--- src/rtl/kde_pkg.sv ---
package kde_pkg;

   localparam logic [7:0] KDE_ENTER = 8'h5A;
   localparam logic [7:0] KDE_BREAK = 8'hF0;
   localparam int         KDE_NDIG  = 10;

   function automatic logic [7:0] kde_digit_code(input int idx);
      logic [7:0] c;
      case (idx)
         0: c = 8'h45;
         1: c = 8'h16;
         2: c = 8'h1E;
         3: c = 8'h26;
         4: c = 8'h25;
         5: c = 8'h2E;
         6: c = 8'h36;
         7: c = 8'h3D;
         8: c = 8'h3E;
         default: c = 8'h46;
      endcase
      return c;
   endfunction

endpackage

--- src/rtl/kde_decode.sv ---
module kde_decode
   import kde_pkg::*;
#(
   parameter int CODE_W  = 8,
   parameter int DIGIT_W = 4
) (
   input  logic [CODE_W-1:0]  code,
   output logic               is_digit,
   output logic [DIGIT_W-1:0] digit,
   output logic               is_enter,
   output logic               is_break
);

   logic [KDE_NDIG-1:0] hit;

   for (genvar gi = 0; gi < KDE_NDIG; gi++) begin : g_cmp
      assign hit[gi] = (code == CODE_W'(kde_digit_code(gi)));
   end

   always_comb begin
      digit = '0;
      for (int i = 0; i < KDE_NDIG; i++) begin
         if (hit[i]) digit = DIGIT_W'(i);
      end
   end

   assign is_digit = |hit;
   assign is_enter = (code == CODE_W'(KDE_ENTER));
   assign is_break = (code == CODE_W'(KDE_BREAK));

endmodule

--- src/rtl/kde_filter.sv ---
module kde_filter (
   input  logic clk,
   input  logic rst_n,
   input  logic valid,
   input  logic is_break,
   output logic accept
);

   logic skip_r;

   assign accept = valid & ~skip_r;

   always_ff @(posedge clk) begin
      if (!rst_n) begin
         skip_r <= 1'b0;
      end else if (valid) begin
         if (skip_r) skip_r <= 1'b0;
         else        skip_r <= is_break;
      end
   end

endmodule

--- src/rtl/kde_accum.sv ---
module kde_accum #(
   parameter int TOTAL_W = 8,
   parameter int DIGIT_W = 4
) (
   input  logic               clk,
   input  logic               rst_n,
   input  logic               digit_stb,
   input  logic [DIGIT_W-1:0] digit,
   input  logic               enter_stb,
   output logic [TOTAL_W-1:0] total,
   output logic               entry_done,
   output logic               overflow
);

   localparam int               EXT_W = TOTAL_W + 4;
   localparam logic [TOTAL_W-1:0] MAXV = {TOTAL_W{1'b1}};

   logic [TOTAL_W-1:0] acc_r;
   logic               ovf_r;
   logic [EXT_W-1:0]   acc_ext;
   logic [EXT_W-1:0]   next_ext;
   logic               too_big;

   assign acc_ext  = EXT_W'(acc_r);
   assign next_ext = (acc_ext << 3) + (acc_ext << 1) + EXT_W'(digit);
   assign too_big  = ovf_r | (next_ext > EXT_W'(MAXV));

   always_ff @(posedge clk) begin
      if (!rst_n) begin
         acc_r      <= '0;
         ovf_r      <= 1'b0;
         total      <= '0;
         entry_done <= 1'b0;
         overflow   <= 1'b0;
      end else begin
         entry_done <= enter_stb;
         if (enter_stb) begin
            total    <= acc_r;
            overflow <= ovf_r;
            acc_r    <= '0;
            ovf_r    <= 1'b0;
         end else if (digit_stb) begin
            if (too_big) begin
               acc_r <= MAXV;
               ovf_r <= 1'b1;
            end else begin
               acc_r <= next_ext[TOTAL_W-1:0];
            end
         end
      end
   end

endmodule

--- src/rtl/kbd_digit_accum.sv ---
module kbd_digit_accum #(
   parameter int TOTAL_W = 8,
   parameter int CODE_W  = 8
) (
   input  logic               clk,
   input  logic               rst_n,
   input  logic [CODE_W-1:0]  scan_code,
   input  logic               scan_valid,
   output logic [TOTAL_W-1:0] total,
   output logic               entry_done,
   output logic               overflow
);

   localparam int DIGIT_W = 4;

   if (TOTAL_W < 4) begin : g_bad_total
      $error("kbd_digit_accum: TOTAL_W must be at least 4");
   end
   if (CODE_W != 8) begin : g_bad_code
      $error("kbd_digit_accum: CODE_W must be 8");
   end

   logic               is_digit;
   logic               is_enter;
   logic               is_break;
   logic [DIGIT_W-1:0] digit;
   logic               accept;

   kde_decode #(.CODE_W(CODE_W), .DIGIT_W(DIGIT_W)) u_dec (
      .code     (scan_code),
      .is_digit (is_digit),
      .digit    (digit),
      .is_enter (is_enter),
      .is_break (is_break)
   );

   kde_filter u_flt (
      .clk      (clk),
      .rst_n    (rst_n),
      .valid    (scan_valid),
      .is_break (is_break),
      .accept   (accept)
   );

   kde_accum #(.TOTAL_W(TOTAL_W), .DIGIT_W(DIGIT_W)) u_acc (
      .clk        (clk),
      .rst_n      (rst_n),
      .digit_stb  (accept & is_digit),
      .digit      (digit),
      .enter_stb  (accept & is_enter),
      .total      (total),
      .entry_done (entry_done),
      .overflow   (overflow)
   );

endmodule

--- config.mk ---
export PLATFORM = sky130hd
export DESIGN_NAME = kbd_digit_accum
export DESIGN_NICKNAME = d
export VERILOG_FILES = /design/src/rtl/kde_pkg.sv /design/src/rtl/kde_decode.sv /design/src/rtl/kde_filter.sv /design/src/rtl/kde_accum.sv /design/src/rtl/kbd_digit_accum.sv
export SDC_FILE = /design/constraint.sdc
export NUM_CORES = 1
export LEC_CHECK = 0
export ABC_AREA = 1
export BUFFER_PORTS_ARGS = -buffer_cell sky130_fd_sc_hd__buf_4
export CORE_MARGIN = 2
export CORE_UTILIZATION = 35
export CTS_BUF_LIST = sky130_fd_sc_hd__clkbuf_8 sky130_fd_sc_hd__clkbuf_16
export DETAILED_ROUTE_END_ITERATION = 10
export SLEW_MARGIN = 10
export SYNTH_ARGS = -nofsm -noshare
export SYNTH_HDL_FRONTEND = slang
export SYNTH_SLANG_ARGS = --single-unit
--- constraint.sdc ---
create_clock -name clk -period 3.85 [get_ports clk]
set_clock_uncertainty 0.2 [all_clocks]
set_input_delay 0.9625 -clock clk [delete_from_list [all_inputs] [get_ports clk]]
set_output_delay 0.9625 -clock clk [all_outputs]
set_load 0.02 [all_outputs]
# Yosys cells after proc, flatten, opt, wreduce, memory -nomap -nowiden
# Index checks and enable logic that the tools add are counted.
word_totals:
  reg_bits: 20
  latch_bits: 0
  mem_bits_rw: 0
  romBits: 0
  inputBits: 11
  output_inout_bits: 10
  n_memories: 0
op_classes:
  addsub: 2
  n_mul: 0
  n_div: 0
  n_lt_le_gt_ge: 1
  eq_ne: 12
  n_shift: 0
  muxes: 11
  n_bitwise: 6
  reduce_logical: 3
op_table:
  columns: ["op", "count"]
  rows:
  - ["8-bit by 6-bit == test with 1-bit output, second input constant", 6]
  - ["8-bit by 7-bit == test with 1-bit output, second input constant", 3]
  - ["8-bit by 5-bit == test with 1-bit output, second input constant", 2]
  - ["11-bit by 9-bit adder with 12-bit output", 1]
  - ["12-bit by 4-bit adder with 12-bit output", 1]
  - ["12-bit by 8-bit greater-than comparator with 1-bit output, second input constant", 1]
  - ["3-bit 2-to-1 mux", 4]
  - ["10-bit OR reduction", 1]
  - ["8-bit == test, second input constant", 1]
  - ["4-bit 2-to-1 mux", 2]
  - ["8-bit 2-to-1 mux", 1]
  - ["2-bit 2-to-1 mux", 2]
  - ["1-bit AND", 3]
  - ["1-bit 2-to-1 mux", 2]
  - ["1-bit inverter", 2]
  - ["2-bit AND reduction", 1]
  - ["2-bit OR reduction", 1]
  - ["1-bit bitwise OR", 1]

# Logic depth before layout (Yosys ltp)
# Gate-level depths: netlist (run 1).
logic_depth:
  ltp_word: 14
  depth_mapped: 22
  depth_no_buf: 22

# Modules after synthesis
# A second synthesis (run 1) with hierarchy kept.
hier_totals:
  cells_unflattened: 250
  area_unflattened_um2: 1622.8
modules_own_cells:
  columns: ["mod", "n_inst", "cells_each", "area_per_inst_um2"]
  rows:
  - ["kde_accum", 1, 185, 1300.0]
  - ["kde_decode", 1, 53, 255.2]
  - ["kde_filter", 1, 8, 52.6]
  - ["kbd_digit_accum", 1, 4, 15.0]

# Worst setup path after synthesis (run 1)
# Ideal clock, no wire load.
synth_timing:
  path_type: "input port to flip-flop"
  start: "input scan_code[6]"
  end: "register u_acc.acc_r[1]"
  arrival_time_ns: 3.216
  required_ns: 3.538
  slack_ns: 0.322
  path_stages: 21
  path_buffers: 0
  path_cell_list: "inv_1 nand2_1 nor2_1 nand2_1 nand2_1 nor2_2 inv_1 ha_1 ha_1 inv_1 fa_1 inv_1 nand2_1 nand2_1 nand3_1 nand3_1 nand2_1 nor2_1 nand2_2 nor2_1 nor2_1"
synth_via:
  elab_chain_len: 14
  word_cells_on_any_way: 28
  cone_classes: "1 x add/sub; 1 x order compare; 11 x eq/ne; 10 x mux; 3 x bitwise; 2 x reduce/logical"
synth_rtl:
  columns: ["item", "line_no", "rtl"]
  rows:
  - ["from (decl)", "kbd_digit_accum.sv:7", "input logic [CODE_W-1:0] scan_code,"]
  - ["8-bit by 5-bit == test with 1-bit output", "kde_decode.sv:17", "assign hit[gi] = (code == CODE_W'(kde_digit_code(gi)));"]
  - ["1-bit 2-to-1 mux", "kde_decode.sv:23", "if (hit[i]) digit = DIGIT_W'(i);"]
  - ["2-bit 2-to-1 mux (2 in a row)", "kde_decode.sv:23", null]
  - ["3-bit 2-to-1 mux (4 in a row)", "kde_decode.sv:23", null]
  - ["4-bit 2-to-1 mux (2 in a row)", "kde_decode.sv:23", null]
  - ["12-bit by 4-bit adder with 12-bit output", "kde_accum.sv:25", "assign next_ext = (acc_ext << 3) + (acc_ext << 1) + EXT_W'(digit);"]
  - ["12-bit by 8-bit greater-than comparator with 1-bit output", "kde_accum.sv:26", "assign too_big = ovf_r | (next_ext > EXT_W'(MAXV));"]
  - ["1-bit bitwise OR", "kde_accum.sv:26", null]
  - ["8-bit 2-to-1 mux", "kde_accum.sv:43", "if (too_big) begin"]
  - ["to (signal assigned)", "kde_accum.sv:47", "acc_r <= next_ext[TOTAL_W-1:0];"]
  - ["to (decl)", "kde_accum.sv:18", "logic [TOTAL_W-1:0] acc_r;"]
# Parallel ways exist; a longest one is shown, timed or not.
# A chain may end at the register's enable or synchronous reset.

# Final worst setup path (run 1)
layout_timing:
  start: "input scan_code[6]"
  end: "register u_acc.acc_r[5]"
# The elaborated chain is that of the path after synthesis.

==> results of run 1 <==
## layout by cell type (no fill, tap or decap), drive strengths merged
cell    count
xor2        2
clkbuf      4
nor3        3
o21ai      10
ha         15
nand2      88
a21oi       3
xnor2       2
or2         1
inv        43
buf        22
nor2       37
nand4       1
nand3      18
dfxtp      20
nand3b      2
fa          2
nor4        1
## cells by family (layout without fill, tap and decap cells)
logic type	after synthesis	count (layout)	synth area share
buf+inv	44	69	0.108
compound gates	13	13	0.0422
fa+ha+maj	17	17	0.148
xor+xnor	4	4	0.0227
flops	20	20	0.260
simple gates	151	151	0.420
## layout make-up
| class | instances | area [µm²] |
|---|---|---|
| Tap cell | 52 | 65.1 |
| Timing Repair Buffer | 22 | 165 |
| Sequential cell | 20 | 400 |
| Inverter | 43 | 161 |
| Fill cell | 467 | 2470 |
| Multi-Input combinational cell | 185 | 978 |
| Clock buffer | 4 | 55.1 |
## worst min-delay path: stages (launching register included)
cell,delay [ns]
dfxtp_1,0.33
nand2_1,0.05
o21ai_0,0.05
## worst min-delay path by stage
| stage | depth (start not counted) | to | slack [ns] | startpoint |
|---|---|---|---|---|
| 6_report | 2 | u_acc.overflow | 0.26 | u_acc.overflow |
| 4_1_cts | 2 | u_acc.total[5] | 0.27 | u_acc.total[5] |
| 5_1_grt | 2 | u_acc.total[1] | 0.29 | u_acc.total[1] |
| 2_1_floorplan | 2 | u_acc.overflow | 0.26 | u_acc.ovf_r |
| 3_3_place_gp | 2 | u_acc.overflow | 0.24 | u_acc.overflow |
| 3_5_place_dp | 2 | u_acc.total[5] | 0.25 | u_acc.total[5] |
## where the power goes
part | switching [mW] | leakage, nW | total, mW | internal [mW]
logic | 0.0306 | 0.858 | 0.0500 | 0.0194
clock network | 0.0701 | 0.0288 | 0.161 | 0.0911
registers | 0.00184 | 0.161 | 0.210 | 0.209
## routing by layer
metal / part of all wire / vias to the layer above
li1: - / 812
met1: 0.46 / 625
met2: 0.48 / 29
met3: 0.038 / 8
met4: 0.025 / 0
met5: 0 / -
## state kept, by name, indices dropped and copies added, names as in the netlist
signal and count:
u_acc.ovf_r 1, u_acc.total 8, u_acc.overflow 1, u_acc.acc_r 8, u_flt.skip_r 1, u_acc.entry_done 1
## repair_timing
| item | 4_1_cts | 5_1_grt |
|---|---|---|
| resized for setup | 0 | 1 |
| setup endpoints to repair | 0 | 1 |
| buffers inserted | 0 | 0 |
==> key figures, run 1 <==
Power
  • Pwr dens: 231 nW/µm²
  • Leakage: 1.05 nW
  • Final Power: 422 µW
  • VDD IR max: 0.148 mV

Synth
  • Synth cell count leaders: nand2_1, inv_1, nor2_1, dfxtp_1, nand3_1
  • Synth Cell Area: 1540 µm²
  • Register bit total from synthesis: 20
  • Mapped Cells: 249
  • Synth area leader: dfxtp_1
  • Top_reg_cell synth: dfxtp_1
  • Post-synth top area share: 0.260
  • Post-synthesis cell type count: 23
  • Number of enable flip-flop cells after synthesis: 0
  • Syn_area_per_cell: 6.20 µm²
  • Largest cells by area after synthesis: dfxtp_1, nand2_1, ha_1, inv_1, nor2_1
  • Total number of yosys warnings: 0
  • Seq/Total Area, Yosys: 0.260
  • Count leader, synth: nand2_1
  • Syn Nets: 277
  • Ys async rst share: 0

GRT
  • First-pass GRT wire length: 5680 µm
  • Initial antenna violation count: 0
  • Grt met3 use: 0.0332
  • Busiest grt layer: met2
  • Vias in the first global route: 1400
  • Remaining Overflow, GRT: 0
  • Total track usage: 0.141
  • Met1 usage: 0.161
  • Met2 Track Usage GR: 0.251
  • Largest net degree at the start of global routing: 19

Setup path
  • Internal reg-to-reg setup slack: 1.24 ns
  • Crit path launch: scan_code[6]
  • Data required time of the critical path: 3.81 ns
  • Crit-path max FO: 8
  • Critical Path End: u_acc.acc_r[5]
  • Buffers and inverters on the worst path: 5
  • CP max stage cell: fa_1
  • Reg2reg end: u_acc.acc_r[5]
  • Startpoint class of the critical path: input port
  • Critical path's most frequent cell: nand2_1
  • Worst-case reg-to-reg path depth: 13
  • Critical path's top delay family: simple AND/OR/NAND/NOR gates
  • CP arrival: 3.45 ns
  • Cells along the critical path: buf_4 > inv_1 > nand2_1 > nor2_1 > nand2_1 > nand2_1 > nor2_2 > inv_1 > ha_1 > ha_1 > inv_1 > fa_1 > inv_1 > nand2_1 > nand2_1 > nand3_1 > nand3_1 > nand2_1 > nor2_2 > nand2_2 > nor2_1 > nor2_1
  • Critical Path Max Stage Delay: 0.45 ns
  • Crit. End Element: flop
  • FF-to-FF Start: u_acc.acc_r[2]
  • Setup CP Type: input port to flop
  • Stages on the worst setup path: 22

Detailed routing
  • 1st-pass router iterations: 5
  • Drt initial violations: 63
  • Post-route ant nets: 0
  • Vias per cell: 4.52
  • # DRC: 0
  • Total wire length: 3180 µm
  • Via count: 1474
  • Drt wl/cell: 9.75 µm

Place
  • Post-place setup slack: 0.0269 ns
  • I/O Buffers: 20
  • GPL Wtd Cong: 0.831
  • Cell count after placement: 322
  • Placed instance area: 1770 µm²
  • Detail Placement HPWL: 2680 µm

Finish
  • Non-Filler Instances: 326
  • Final core occ: 0.425
  • # nets final: 303
  • Final Cell Area: 1830 µm²
  • Antenna fix cells: 0
  • Area Growth Syn to Fin: 18.3%
  • Share of layout cells above drive strength 1: 0.139

Run
  • Max-Cap Viols: 0

Clocking
  • Worst-Skew Late Latency: 0.26 ns
  • TritonCTS buffer count: 3
  • Root buffer cell: clkbuf_8
  • CTS clk-pin slew, worst paths: 0.07 ns
  • Clock buffer depth: 2
  • CTS tree: done
  • Clock sinks: 20
  • Post-CTS Hold Buffers: 0
  • CTS H-Tree Depth: 1

STA
  • Final Max Tran Viols: 0
  • Post-layout min period: 3.48 ns
  • Worst Hold Slack: 0.260 ns
  • RSZ-0062 raised after global routing: false
  • Total negative slack: 0 ns
  • Final hold vios: 0
  • Final worst slack: 0.367 ns
  • Measured slew at the worst slew-check pin: 0.282 ns
  • Final worst path period share: 0.905
  • Final setup vio count: 0
  • Relative slew margins: 0.812
  • FMAX: 287 MHz

Floorplanning
  • CORE AREA: 4290 µm²
  • Die width: 70.4 µm
  • Row count: 24
  • Top-Level Pins: 21
  • Initial Util: 0.359
  • Die height: 70.4 µm
  • Die area: 4950 µm²

Hold path
  • Hold Path Class: flop to flop

Outcome
  • Status: completed
(Power assumes the default switching activity.)
==> inputs of run 2 (changes only) <==
CORE_UTILIZATION = 40   (was 35)
RECOVER_POWER = 50   (was default)
==> key figures, run 2 (synthesis results as in run 1) <==
Outcome
  • Status: completed

Floorplanning
  • Top-Level Pins: 21
  • Die area: 4370 µm²
  • Initial Util: 0.418
  • Die width: 66.1 µm
  • CORE AREA: 3690 µm²
  • Row count: 22
  • Die height: 66.1 µm

STA
  • Final worst path period share: 0.928
  • Post-layout min period: 3.57 ns
  • Measured slew at the worst slew-check pin: 0.303 ns
  • RSZ-0062 raised after global routing: true
  • Final hold vios: 0
  • Final setup vio count: 0
  • Worst Hold Slack: 0.259 ns
  • Relative slew margins: 0.798
  • Final Max Tran Viols: 0
  • FMAX: 280 MHz

Run
  • Max-Cap Viols: 0

Setup path
  • CP arrival: 3.53 ns
  • FF-to-FF Start: u_acc.acc_r[0]
  • Startpoint class of the critical path: input port
  • Data required time of the critical path: 3.81 ns
  • Worst-case reg-to-reg path depth: 13
  • Crit-path max FO: 8
  • Critical Path End: u_acc.acc_r[5]
  • Crit path launch: scan_code[7]
  • Setup CP Type: input port to flop
  • Crit. End Element: flop
  • Reg2reg end: u_acc.acc_r[5]
  • Internal reg-to-reg setup slack: 1.21 ns

Place
  • GPL Wtd Cong: 0.787
  • Placed instance area: 1760 µm²
  • I/O Buffers: 20
  • Detail Placement HPWL: 2710 µm

Clocking
  • Clock sinks: 20
  • Post-CTS Resized: 0
  • Post-CTS Setup Bufs: 0
  • CTS clk-pin slew, worst paths: 0.07 ns
  • TritonCTS buffer count: 3
  • Worst-Skew Late Latency: 0.26 ns
  • CTS tree: done
  • Clock buffer depth: 2
  • CTS H-Tree Depth: 1
  • Root buffer cell: clkbuf_8
  • Post-CTS Hold Buffers: 0

Finish
  • Most frequent cells in the layout: nand2_1, inv_1, nor2_1, dfxtp_1, nand3_1
  • Share of layout cells above drive strength 1: 0.106
  • Area Growth Syn to Fin: 16.4%
  • Final Cell Area: 1800 µm²
  • Antenna fix cells: 0
  • # nets final: 303
  • Regs by FF count: u_acc.acc_r (8), u_acc.total (8)
  • Most common cell after layout, fill and taps aside: nand2_1
  • # fillers: 411

GRT
  • Vias in the first global route: 1458
  • Largest net degree at the start of global routing: 19
  • Remaining Overflow, GRT: 0
  • Initial antenna violation count: 0
  • Total track usage: 0.170
  • First-pass GRT wire length: 5940 µm

Power
  • VDD IR max: 0.113 mV
  • Leakage: 1.01 nW
  • Clock share of power: 0.376
  • Pwr dens: 233 nW/µm²
  • Switch share: 0.238
  • Net Switching: 99.8 µW
  • Pint: 319 µW
  • Flop pwr share: 0.502
  • Combinational power share: 0.122

Detailed routing
  • Drt wl/cell: 9.95 µm
  • Total wire length: 3210 µm
  • # DRC: 0
  • 1st-pass router iterations: 4
  • Post-route ant nets: 0
  • Drt initial violations: 80
  • Vias per cell: 4.59
  • Via count: 1478

Hold path
  • Hold Path Class: flop to flop
  • Worst Hold Launch: u_acc.total[5]
  • Worst Hold Depth: 2
==> run 2: through the flow <==
step / worst slack, ns / TNS, ns / std cells / power, mW / utilization
after global placement: 0.0223 / 0 / 318 / 0.266 / 0.478
after CTS: 0.236 / 0 / 322 / 0.423 / 0.493
after detailed placement: -0.0327 / -0.101 / 318 / 0.266 / 0.478
final: 0.279 / 0 / 322 / 0.419 / 0.487
after floorplan: 0.322 / 0 / 249 / 0.248 / -
after global routing: -0.00192 / -0.00230 / 322 / 0.441 / 0.487
==> run 2: layer usage <==
layer,vias up,track usage,wire length (µm)
met4,0,0.0230,0
met1,639,0.205,1480
li1,819,-,-
met2,20,0.319,1630
met5,-,0,0
met3,0,0.0307,90
==> run 2: worst min path at each step <==
stage,endpoint,slack [ns]
finish,u_acc.total[5],0.26
global route,u_acc.total[4],0.30
CTS,u_acc.total[5],0.27
detailed placement,u_acc.total[5],0.25
global placement,u_acc.total[6],0.24
floorplan,u_acc.overflow,0.26
==> run 2: critical path: stages <==
cell      delay (ns)
clkbuf_4        0.10
inv_2           0.03
nand2_1         0.09
nor2_1          0.08
nand2_1         0.09
nand2_1         0.09
nor2_4          0.14
inv_1           0.05
ha_1            0.27
ha_1            0.16
inv_1           0.06
fa_1            0.45
inv_1           0.07
nand2_1         0.04
nand2_1         0.09
nand3_1         0.11
nand3_1         0.09
nand2_1         0.06
nor2_2          0.16
nand2_2         0.14
nor2_1          0.14
nor2_1          0.04
==> run 2: power by group through the flow <==
stage | combinational [mW] | clock, mW | sequential [mW]
6_report | 0.0511 | 0.157 | 0.210
5_1_grt | 0.0596 | 0.171 | 0.211
4_1_cts | 0.0511 | 0.161 | 0.210
3_5_place_dp | 0.0510 | 0 | 0.215
3_3_place_gp | 0.0510 | 0 | 0.215
2_1_floorplan | 0.0336 | 0 | 0.215
==> run 2: area by class of cell <==
cell class              instances  area, µm²  area share
clock buffers                   4       55.1      0.0307
multi-input cells             185        991       0.552
flip-flops and latches         20        400       0.223
repair buffers                 22        128      0.0711
well taps                      48       60.1      0.0334
inverters                      43        161      0.0899
==> inputs of run 3 (changes only) <==
CORE_UTILIZATION = 45   (was 40)
==> key figures, run 3 (synthesis results as in run 1) <==
Detailed routing
  • # DRC: 0
  • Total wire length: 3280 µm
  • Via count: 1492
  • Drt wl/cell: 10.2 µm
  • Post-route ant nets: 0
  • Drt initial violations: 54
  • Vias per cell: 4.65
  • 1st-pass router iterations: 4

Power
  • VDD IR max: 0.144 mV
  • Leakage: 1.01 nW
  • Pwr dens: 233 nW/µm²

Finish
  • Most common cell after layout, fill and taps aside: nand2_1
  • # fillers: 378
  • Most frequent cells in the layout: nand2_1, inv_1, nor2_1, dfxtp_1, nand3_1
  • # nets final: 304
  • Regs by FF count: u_acc.acc_r (8), u_acc.total (8)
  • Share of layout cells above drive strength 1: 0.116
  • Final core occ: 0.542
  • Antenna fix cells: 0
  • Area Growth Syn to Fin: 16.4%

Setup path
  • Data required time of the critical path: 3.80 ns
  • Startpoint class of the critical path: input port
  • CP arrival: 3.46 ns
  • Crit path launch: scan_code[2]
  • FF-to-FF Start: u_acc.acc_r[2]
  • Crit. End Element: flop
  • Internal reg-to-reg setup slack: 1.22 ns
  • Setup CP Type: input port to flop
  • Worst-case reg-to-reg path depth: 13
  • Reg2reg end: u_acc.acc_r[1]
  • Crit-path max FO: 8

STA
  • Post-layout min period: 3.50 ns
  • Final worst path period share: 0.909
  • RSZ-0062 raised after global routing: false
  • FMAX: 286 MHz
  • Final worst slack: 0.350 ns
  • Relative slew margins: 0.497
  • Final setup vio count: 0
  • Measured slew at the worst slew-check pin: 0.752 ns
  • Final hold vios: 0
  • Final Max Tran Viols: 0

Clocking
  • Clock buffer depth: 2
  • CTS H-Tree Depth: 1
  • Post-CTS Hold Buffers: 0
  • CTS tree: done
  • Post-CTS Setup Bufs: 0
  • Root buffer cell: clkbuf_8
  • Clock sinks: 20
  • TritonCTS buffer count: 3
  • CTS clk-pin slew, worst paths: 0.07 ns
  • Worst-Skew Late Latency: 0.25 ns

Run
  • Max-Cap Viols: 0

GRT
  • First-pass GRT wire length: 5750 µm
  • Initial antenna violation count: 0
  • Remaining Overflow, GRT: 0
  • Total track usage: 0.178
  • Vias in the first global route: 1425
  • Largest net degree at the start of global routing: 19

Hold path
  • Hold Path Class: flop to flop
  • Worst Hold Depth: 2
  • Worst Hold Launch: u_acc.total[6]
  • Worst Hold End: u_acc.total[6]

Floorplanning
  • Die height: 62.6 µm
  • Row count: 21
  • Top-Level Pins: 21
  • CORE AREA: 3310 µm²
  • Die area: 3910 µm²
  • Die width: 62.6 µm
  • Initial Util: 0.466

Place
  • Detail Placement HPWL: 2720 µm
  • GPL Wtd Cong: 0.824
  • I/O Buffers: 20
  • Post-place setup slack: -0.0225 ns

Outcome
  • Status: completed
## run 3: where the power goes
group          switching [mW]  internal [mW]
sequential            0.00187          0.209
clock                  0.0660         0.0908
combinational          0.0322         0.0195
## run 3: metal layers
layer	GRT usage	part of all wire
met1	0.194	0.44
met2	0.362	0.53
met3	0.0324	0.026
met4	0.0167	0
met5	0	0
## run 3: how the worst max path moves through the flow
stage | endpoint | cells past startpoint
2_1_floorplan | u_acc.acc_r[1] | 21
3_3_place_gp | u_acc.acc_r[6] | 22
3_5_place_dp | u_acc.acc_r[5] | 22
4_1_cts | u_acc.acc_r[5] | 22
5_1_grt | u_acc.acc_r[5] | 21
6_report | u_acc.acc_r[1] | 21
## run 3: worst max-delay path: stages
cell and delay, ns:
buf_4 0.12, nand2_1 0.09, nor2_2 0.06, nand2_1 0.08, nand2_1 0.09, nor2_4 0.14, inv_1 0.05, ha_1 0.27
ha_1 0.15, inv_1 0.06, fa_1 0.43, inv_1 0.07, nand2_1 0.05, nand2_2 0.08, nand3_1 0.07, nand2_1 0.07
o21ai_0 0.08, nor2_1 0.17, nand2_2 0.15, nor2_1 0.14, nor2_1 0.05
## run 3: final cells by class
type / instances / area [µm²] / share of cell area
Clock buffer: 4 / 55.1 / 0.0307
Inverter: 43 / 161 / 0.0899
Multi-Input combinational cell: 185 / 986 / 0.549
Sequential cell: 20 / 400 / 0.223
Tap cell: 46 / 57.6 / 0.0321
Timing Repair Buffer: 23 / 135 / 0.0753
## run 3: through the flow
stage	instance area (µm²)	hold WS, ns	setup TNS, ns	instances	total power [mW]
after floorplan	1540	0.265	0	249	0.248
after global placement	1770	0.240	-0.0282	317	0.267
after detailed placement	1770	0.248	-0.0801	317	0.267
after CTS	1820	0.266	0	321	0.421
after global routing	1800	0.290	0	321	0.439
final	1800	0.257	0	321	0.419
## run 3: repair_timing
| item | CTS | global route |
|---|---|---|
| endpoints found under the hold margin | 0 | 0 |
| endpoints found under the setup margin | 0 | 9 |
| gates resized for setup | 0 | 6 |
